$ cat config.mk
export PLATFORM = sky130hd
export DESIGN_NAME = addsub_unit
export DESIGN_NICKNAME = d
export VERILOG_FILES = /design/src/rtl/addsub_pkg.sv /design/src/rtl/addsub_operand_mux.sv /design/src/rtl/addsub_adder.sv /design/src/rtl/addsub_flag_reg.sv /design/src/rtl/addsub_unit.sv
export SDC_FILE = /design/constraint.sdc
export NUM_CORES = 1
export LEC_CHECK = 0
export ABC_AREA = 1
export BUFFER_PORTS_ARGS = -buffer_cell sky130_fd_sc_hd__buf_4
export CAP_MARGIN = 0
export CELL_PAD_IN_SITES_DETAIL_PLACEMENT = 1
export CELL_PAD_IN_SITES_GLOBAL_PLACEMENT = 1
export CORE_ASPECT_RATIO = 0.75
export CORE_MARGIN = 1.5
export CORE_UTILIZATION = 25
export DETAILED_ROUTE_END_ITERATION = 10
export PLACE_DENSITY = 0.75
export SYNTH_ARGS = -nofsm -noshare
export SYNTH_HDL_FRONTEND = slang
export SYNTH_SLANG_ARGS = --single-unit
$ cat constraint.sdc
create_clock -name clk -period 4.7 [get_ports clk]
set_input_delay 0.94 -clock clk [delete_from_list [all_inputs] [get_ports clk]]
set_output_delay 0.94 -clock clk [all_outputs]
set_load 0.03 [all_outputs]
$ cat src/rtl/addsub_pkg.sv
// Shared types for the add-subtract unit.
// Assumes op codes above OP_RSB are reserved and treated as illegal.
package addsub_pkg;

    typedef enum logic [2:0] {
        OP_ADD = 3'd0,
        OP_ADC = 3'd1,
        OP_SUB = 3'd2,
        OP_SBC = 3'd3,
        OP_RSB = 3'd4
    } op_e;

    typedef struct packed {
        logic n;
        logic z;
        logic c;
        logic v;
    } flags_t;

endpackage

$ cat src/rtl/addsub_operand_mux.sv
// Operand steering: picks the adder inputs, the inversion and the carry-in
// for each operation, and detects illegal operation/immediate combinations.
// Assumes IMM_W <= DATA_W. On illegal input all adder inputs are driven to zero.
module addsub_operand_mux
    import addsub_pkg::*;
#(
    parameter int DATA_W = 32,
    parameter int IMM_W  = 12
) (
    input  logic [2:0]        op_sel,
    input  logic [DATA_W-1:0] opnd_a,
    input  logic [DATA_W-1:0] opnd_b,
    input  logic              imm_sel,
    input  logic [IMM_W-1:0]  imm_val,
    input  logic              carry_in,
    output logic [DATA_W-1:0] add_x,
    output logic [DATA_W-1:0] add_y,
    output logic              add_cin,
    output logic              illegal
);

    localparam int PAD_W = DATA_W - IMM_W;

    logic [DATA_W-1:0] imm_ext;
    logic [DATA_W-1:0] b_eff;

    // Zero-extend the immediate and choose the effective second operand.
    always_comb begin
        imm_ext = {{PAD_W{1'b0}}, imm_val};
        b_eff   = imm_sel ? imm_ext : opnd_b;
    end

    // Map each operation onto x + y + cin, flagging illegal combinations.
    always_comb begin
        add_x   = '0;
        add_y   = '0;
        add_cin = 1'b0;
        illegal = 1'b0;
        case (op_e'(op_sel))
            OP_ADD: begin
                add_x   = opnd_a;
                add_y   = b_eff;
                add_cin = 1'b0;
            end
            OP_ADC: begin
                illegal = imm_sel;
                add_x   = opnd_a;
                add_y   = opnd_b;
                add_cin = carry_in;
            end
            OP_SUB: begin
                add_x   = opnd_a;
                add_y   = ~b_eff;
                add_cin = 1'b1;
            end
            OP_SBC: begin
                illegal = imm_sel;
                add_x   = opnd_a;
                add_y   = ~opnd_b;
                add_cin = carry_in;
            end
            OP_RSB: begin
                illegal = imm_sel;
                add_x   = opnd_b;
                add_y   = ~opnd_a;
                add_cin = 1'b1;
            end
            default: illegal = 1'b1;
        endcase
        if (illegal) begin
            add_x   = '0;
            add_y   = '0;
            add_cin = 1'b0;
        end
    end

endmodule

$ cat src/rtl/addsub_adder.sv
// Core adder with flag generation: sum = x + y + cin.
// N is the top result bit, Z is all-zero detect, C is the carry out,
// V is set when x and y share a sign that the sum does not.
// Assumes subtraction operands arrive already inverted.
module addsub_adder
    import addsub_pkg::*;
#(
    parameter int DATA_W = 32
) (
    input  logic [DATA_W-1:0] add_x,
    input  logic [DATA_W-1:0] add_y,
    input  logic              add_cin,
    output logic [DATA_W-1:0] sum,
    output flags_t            flags
);

    localparam int EXT_W = DATA_W + 1;
    localparam int MSB   = DATA_W - 1;

    logic [EXT_W-1:0] wide_sum;

    // Full-width add with one extra bit to capture the carry out.
    always_comb begin
        wide_sum = {1'b0, add_x} + {1'b0, add_y} + {{DATA_W{1'b0}}, add_cin};
        sum      = wide_sum[DATA_W-1:0];
    end

    // Derive the four condition flags from the sum and the adder inputs.
    always_comb begin
        flags.n = wide_sum[MSB];
        flags.z = ~|wide_sum[DATA_W-1:0];
        flags.c = wide_sum[DATA_W];
        flags.v = (add_x[MSB] == add_y[MSB]) && (wide_sum[MSB] != add_x[MSB]);
    end

endmodule

$ cat src/rtl/addsub_flag_reg.sv
// Condition flag register: loads new flags when enabled, otherwise holds.
// Assumes a synchronous active-low reset that clears all flags.
module addsub_flag_reg
    import addsub_pkg::*;
(
    input  logic   clk,
    input  logic   rst_n,
    input  logic   load,
    input  flags_t flags_d,
    output flags_t flags_q
);

    // Hold or update the stored flags on each rising edge.
    always_ff @(posedge clk) begin
        if (!rst_n) begin
            flags_q <= '0;
        end else if (load) begin
            flags_q <= flags_d;
        end
    end

endmodule

$ cat src/rtl/addsub_unit.sv
// Top of the add-subtract unit. Result and illegal are combinational.
// The flags are registered and load only on a legal operation with the
// update enable high. Assumes operands are stable around the clock edge.
module addsub_unit
    import addsub_pkg::*;
#(
    parameter int DATA_W = 32,
    parameter int IMM_W  = 12
) (
    input  logic              clk,
    input  logic              rst_n,
    input  logic [2:0]        op_sel,
    input  logic [DATA_W-1:0] opnd_a,
    input  logic [DATA_W-1:0] opnd_b,
    input  logic              imm_sel,
    input  logic [IMM_W-1:0]  imm_val,
    input  logic              carry_in,
    input  logic              flag_we,
    output logic [DATA_W-1:0] result,
    output logic              illegal,
    output logic              flag_n,
    output logic              flag_z,
    output logic              flag_c,
    output logic              flag_v
);

    logic [DATA_W-1:0] add_x;
    logic [DATA_W-1:0] add_y;
    logic              add_cin;
    logic              bad_op;
    flags_t            next_flags;
    flags_t            held_flags;
    logic              flag_load;

    addsub_operand_mux #(
        .DATA_W (DATA_W),
        .IMM_W  (IMM_W)
    ) u_mux (
        .op_sel   (op_sel),
        .opnd_a   (opnd_a),
        .opnd_b   (opnd_b),
        .imm_sel  (imm_sel),
        .imm_val  (imm_val),
        .carry_in (carry_in),
        .add_x    (add_x),
        .add_y    (add_y),
        .add_cin  (add_cin),
        .illegal  (bad_op)
    );

    addsub_adder #(
        .DATA_W (DATA_W)
    ) u_adder (
        .add_x   (add_x),
        .add_y   (add_y),
        .add_cin (add_cin),
        .sum     (result),
        .flags   (next_flags)
    );

    // Flags load only for a legal operation with the update enable high.
    always_comb flag_load = flag_we && !bad_op;

    addsub_flag_reg u_flags (
        .clk     (clk),
        .rst_n   (rst_n),
        .load    (flag_load),
        .flags_d (next_flags),
        .flags_q (held_flags)
    );

    // Drive the flat output ports.
    always_comb begin
        illegal = bad_op;
        flag_n  = held_flags.n;
        flag_z  = held_flags.z;
        flag_c  = held_flags.c;
        flag_v  = held_flags.v;
    end

endmodule

# Yosys cells after proc, flatten, opt, wreduce, memory -nomap -nowiden

Index checks and enable logic that the tools add are counted.

Flip-flop bits (word level): 4
Bits of input ports: 84
Output and inout bits: 37
Logic and storage cells: 34

$add $sub $neg: 2
Eq/ne operators: 6
Muxes and demuxes: 8
Bitwise operators: 3
Reductions and logical operators: 11

Operators with widths:

| cell                                           | count |
|---|---|
| one-hot mux 32 bit (5 select lines)            | 1 |
| 2-to-1 mux 32 bit                              | 3 |
| inverter 32 bit                                | 3 |
| one-hot mux 32 bit (2 select lines)            | 1 |
| adder 32 x 32 -> 33 bit                        | 1 |
| adder 33 x 1 -> 33 bit                         | 1 |
| OR reduction 32 bit                            | 1 |
| == test 3 x 2 -> 1 bit (second input constant) | 2 |
| OR reduction 2 bit                             | 3 |
| one-hot mux 1 bit (2 select lines)             | 2 |
| OR reduction 4 bit                             | 1 |
| == test 3 x 1 -> 1 bit (second input constant) | 1 |
| == test 3 bit (second input constant)          | 1 |
| zero test 3 bit                                | 1 |
| OR reduction 3 bit                             | 1 |
| logical AND 1 bit                              | 2 |
| zero test 1 bit                                | 2 |
| == test 1 bit                                  | 1 |
| 2-to-1 mux 1 bit                               | 1 |
| inequality test 1 bit                          | 1 |

# Longest topological paths before layout

Depth after elaboration: 8
Gate-level depth with buffers: 27
Gate-level depth less buffers: 24

# By module

A second synthesis with hierarchy kept.

Cell total of the unflattened synthesis: 1176
Area, all modules: 5413.9 um^2

Modules (own cells, without submodules):

| module             | instances | cells an instance | area each (um^2) | sequential area each (um^2) |
|---|---|---|---|---|
| addsub_adder       | 1         | 555               | 2660.1           | 0.0 |
| addsub_operand_mux | 1         | 594               | 2577.5           | 0.0 |
| addsub_flag_reg    | 1         | 25                | 166.4            | 80.1 |
| addsub_unit        | 1         | 2                 | 10.0             | 0.0 |

# Worst setup path before layout

No wires, ideal clock.

Path type: input-to-output
From: input port op_sel[2]
To: output port result[30]
Data arrival time: 3.686 ns
Required time: 3.760 ns
Slack: 0.074 ns
Stages on the path: 20
Path buffers: 2
Path through: buf_2 -> nor2_1 -> nand2_1 -> clkbuf_1 -> o22ai_1 -> a211oi_1 -> a21oi_1 -> fa_1 -> fa_1 -> nand3_1 -> nand2_2 -> nand2_1 -> nand2_2 -> nand3_2 -> nand2_1 -> nand2_1 -> nand2_1 -> nand2_1 -> nand2_1 -> inv_1

Longest elaborated chain between the ends: 6
Elaborated cells between the ends (all ways): 19
Classes of those cells: add/sub (2); eq/ne (4); mux (7); reduce/logical (6)

RTL lines:

| element                                                                                          | RTL line                 | text |
|---|---|---|
| from (decl)                                                                                      | addsub_unit.sv:12        | `input logic [2:0] op_sel,` |
| == test 3 x 1 -> 1 bit, or another cell as far along                                             | addsub_operand_mux.sv:39 | `case (op_e'(op_sel))` |
| OR reduction 4 bit (no source line), or another cell as far along                                | --                       |  |
| one-hot mux 32 bit (2 select lines) / one-hot mux 1 bit (2 select lines) (equally long branches) | addsub_operand_mux.sv:39 |  |
| 2-to-1 mux 32 bit                                                                                | addsub_operand_mux.sv:70 | `if (illegal) begin` |
| adder 32 x 32 -> 33 bit                                                                          | addsub_adder.sv:24       | `wide_sum = {1'b0, add_x} + {1'b0, add_y} + {{DATA_W{1'b0}}, add_cin};` |
| adder 33 x 1 -> 33 bit (*)                                                                       | addsub_adder.sv:24       |  |
| to (decl)                                                                                        | addsub_unit.sv:19        | `output logic [DATA_W-1:0] result,` |

Mark *: on every way between the ends. The rest lies on a longest branch, timed or not.

# Worst setup path after layout

From: input port op_sel[1]
To: output port result[30]

The elaborated chain is that of the path after synthesis.

==> flow_summary.yaml <==
run_status:
  status: "finished, final reports clean"
detailed_routing:
  via_count: 6297
  drt-pass1-iter-count: 5
  ant_nets: 0
  via_per_inst: 4.69
  routed_wl_mm: 20.2
  drt-initial-drc-count: 351
  wl_per_cell_um: 15.0
  drc_errors: 0
global_route:
  grt_pass1_wl_mm: 31.4
  grt_overflow: 0
  track_usage_pct: 20.8
  first_global_vias: 6120
  antenna_found_initial: 0
  grt_max_degree: 47
cts:
  clock_latency_ns: 0.22
  cts_buffers: 3
  cts_num_sinks: 4
  cts_tree: "yes"
  clk_path_buf_depth: 2
  htreeDepth: 1
  path_clk_slew_ns: 0.03
  cts_root_buf: "clkbuf_16"
sta:
  fin_crit_sh_pct: 95.9
  hold_viol_final: 0
  max-slew-margin-rel_pct: 72.3
  finalSetupViolCount: 0
  fin_crit_ns: 4.51
  rsz0062_at_grt: "yes"
  skew_ns: 0
  fmax_mhz: 222
  worstMarginPinSlew_ns: 0.412
  hold-worst-slack_ns: 0.475
  fin_setup_tns_ns: 0
  finalMaxSlewViolations: 0
placed_design:
  dp_hpwl_mm: 17.3
  portBuffers: 120
  routabilityCongestion: 0.895
  placed_area_um2: 5940
die:
  die_y_um: 120
  num_rows: 42
  core-area_um2: 17700
  start_util_pct: 25.7
  die_w_um: 159
  pin_count: 121
  die-area_um2: 19000
final_layout:
  area_growth_pct: 38.4
  largest_reg_flops: 4
  top_regs: "u_flags.flags_q (4)"
  drive_gt1_share_pct: 22.8
  top_register: "u_flags.flags_q"
  stdcell_area_um2: 6290
  finalNetCount: 1220
  antenna_cells: 0
worst_setup_path:
  crit_type: "in2out"
  critPathMaxFanout: 12
  cp.buffers_inverters: 6
  critPathMaxStageDelay_ns: 0.35
  path_common_cell: "nand2_1"
  cp.required_ns: 3.76
  slowest_stage: "ha_2"
  cp.arrival_ns: 3.57
  path_cells: "buf_4 > nor2_1 > nand2_2 > inv_2 > buf_4 > a21oi_1 > a21oi_1 > ha_2 > nand2_1 > inv_1 > nand2_1 > nand3_1 > a21oi_2 > nor2_1 > nor2_1 > nand2_1 > nand2_1 > nand2_1 > inv_1 > buf_4"
  end_kind: "output port"
  reg2reg_setup_slack_ns: 4.06
  startpoint_type: "primary input"
  crit_family: "simple AND/OR/NAND/NOR gates"
synthesis:
  netlist_area_um2: 4540
  yosysSeqAreaShare_pct: 1.76
  synthesis.nets: 1082
  synth_top_area_share_pct: 29.9
  synth_area_leaders: "nand2_1 (30%), inv_1 (19%), ha_1 (8.5%)"
  synth_seq_cells: 4
  synth.distinct_cells: 34
  syn_avg_cell_area_um2: 4.71
  ys_warn_count: 0
  yosys.area.top_type: "nand2_1"
  netlist_instances: 965
power:
  p_per_area_nw_per_um2: 127
  ir_drop_uv: 74.4
  power.leakage_nw: 3.82
hold_path:
  hp-class: "reg2reg"
flow_run:
  drv_cap: 0
layout by cell type (no fill, tap or decap), drive strengths merged, types with 7 or more instances in the layout:
master and count:
o221ai 13, buf 160, inv 234, nor2 67
nand3 37, nand4 7, ha 31, o21ai 75
o22ai 13, a21oi 40, nor3 11, nand2 374
synth_stat cells, drive strengths merged:
master	number
a21oi	40
xor2	1
a211oi	6
dfxtp	4
inv	233
clkbuf	20
nand4	7
ha	31
o21ai	75
a31oi	3
o211ai	1
nand3	37
fa	2
a221oi	6
clkinv	1
nand3b	4
buf	8
nand2	374
o221ai	13
nor2	67
o22ai	13
nor3	11
xnor2	6
o21bai	2
worst reg2reg max path, cell delays in order, from the launching register on:
cell and delay [ns]:
dfxtp_1 0.30, o211ai_1 0.17, inv_1 0.05
power by group:
part           total, mW  leakage [nW]  internal (mW)  switching, mW
logic              0.631          3.75          0.241          0.389
registers         0.0370        0.0327         0.0360       0.000962
clock network      0.133        0.0370          0.109         0.0239
kinds of logic (layout without fill, tap and decap cells):
family / Yosys count / after routing / share of synthesized area, %
AND/OR/NAND/NOR: 500 / 500 / 45.4
buffers and inverters: 262 / 398 / 21.9
AO/OA/AOI/OAI: 159 / 159 / 20.2
adder cells (fa/ha/maj): 33 / 33 / 9.42
XOR/XNOR: 7 / 7 / 1.35
flip-flops: 4 / 4 / 1.76
layout make-up:
cell class | instances | area [µm²]
Inverter | 234 | 878
Fill cell | 2512 | 11400
Timing Repair Buffer | 161 | 1250
Sequential cell | 4 | 80.1
Multi-Input combinational cell | 699 | 3700
Tap cell | 242 | 303
Clock buffer | 3 | 75.1
final timing paths:
check                          start                 end  cells after the start
hold / removal    u_flags.flags_q[2]  u_flags.flags_q[2]                      2
setup reg to reg  u_flags.flags_q[3]  u_flags.flags_q[3]                      2
hold reg to reg   u_flags.flags_q[2]  u_flags.flags_q[2]                      2
setup / recovery           op_sel[1]          result[30]                     20
through the flow:
| stage | setup WS [ns] | util (%) | cells | power [mW] |
|---|---|---|---|---|
| final | 0.194 | 35.5 | 1343 | 0.800 |
| after global routing | -0.0600 | 35.5 | 1343 | 0.864 |
| after CTS | 0.0164 | 34.0 | 1341 | 0.766 |
| after detailed placement | -0.00828 | 33.5 | 1338 | 0.628 |
| after global placement | -0.0145 | 33.5 | 1338 | 0.619 |
| after floorplan | 0.0740 | - | 965 | 0.378 |
layer usage:
metal  track usage (%)  wire, µm
met1              33.7     11100
met2              30.5      8120
met3              1.59       909
met4             0.993        55
met5                 0         0
timing repair:
| action | in CTS | in global routing |
|---|---|---|
| setup buffers | 0 | 1 |
| hold buffers | 0 | 0 |
| pin swaps | 0 | 9 |
| cloned | 0 | 1 |
| resized for setup | 1 | 80 |
| endpoints found under the setup margin | 2 | 25 |
No activity file was read; power rests on OpenSTA's default activity.
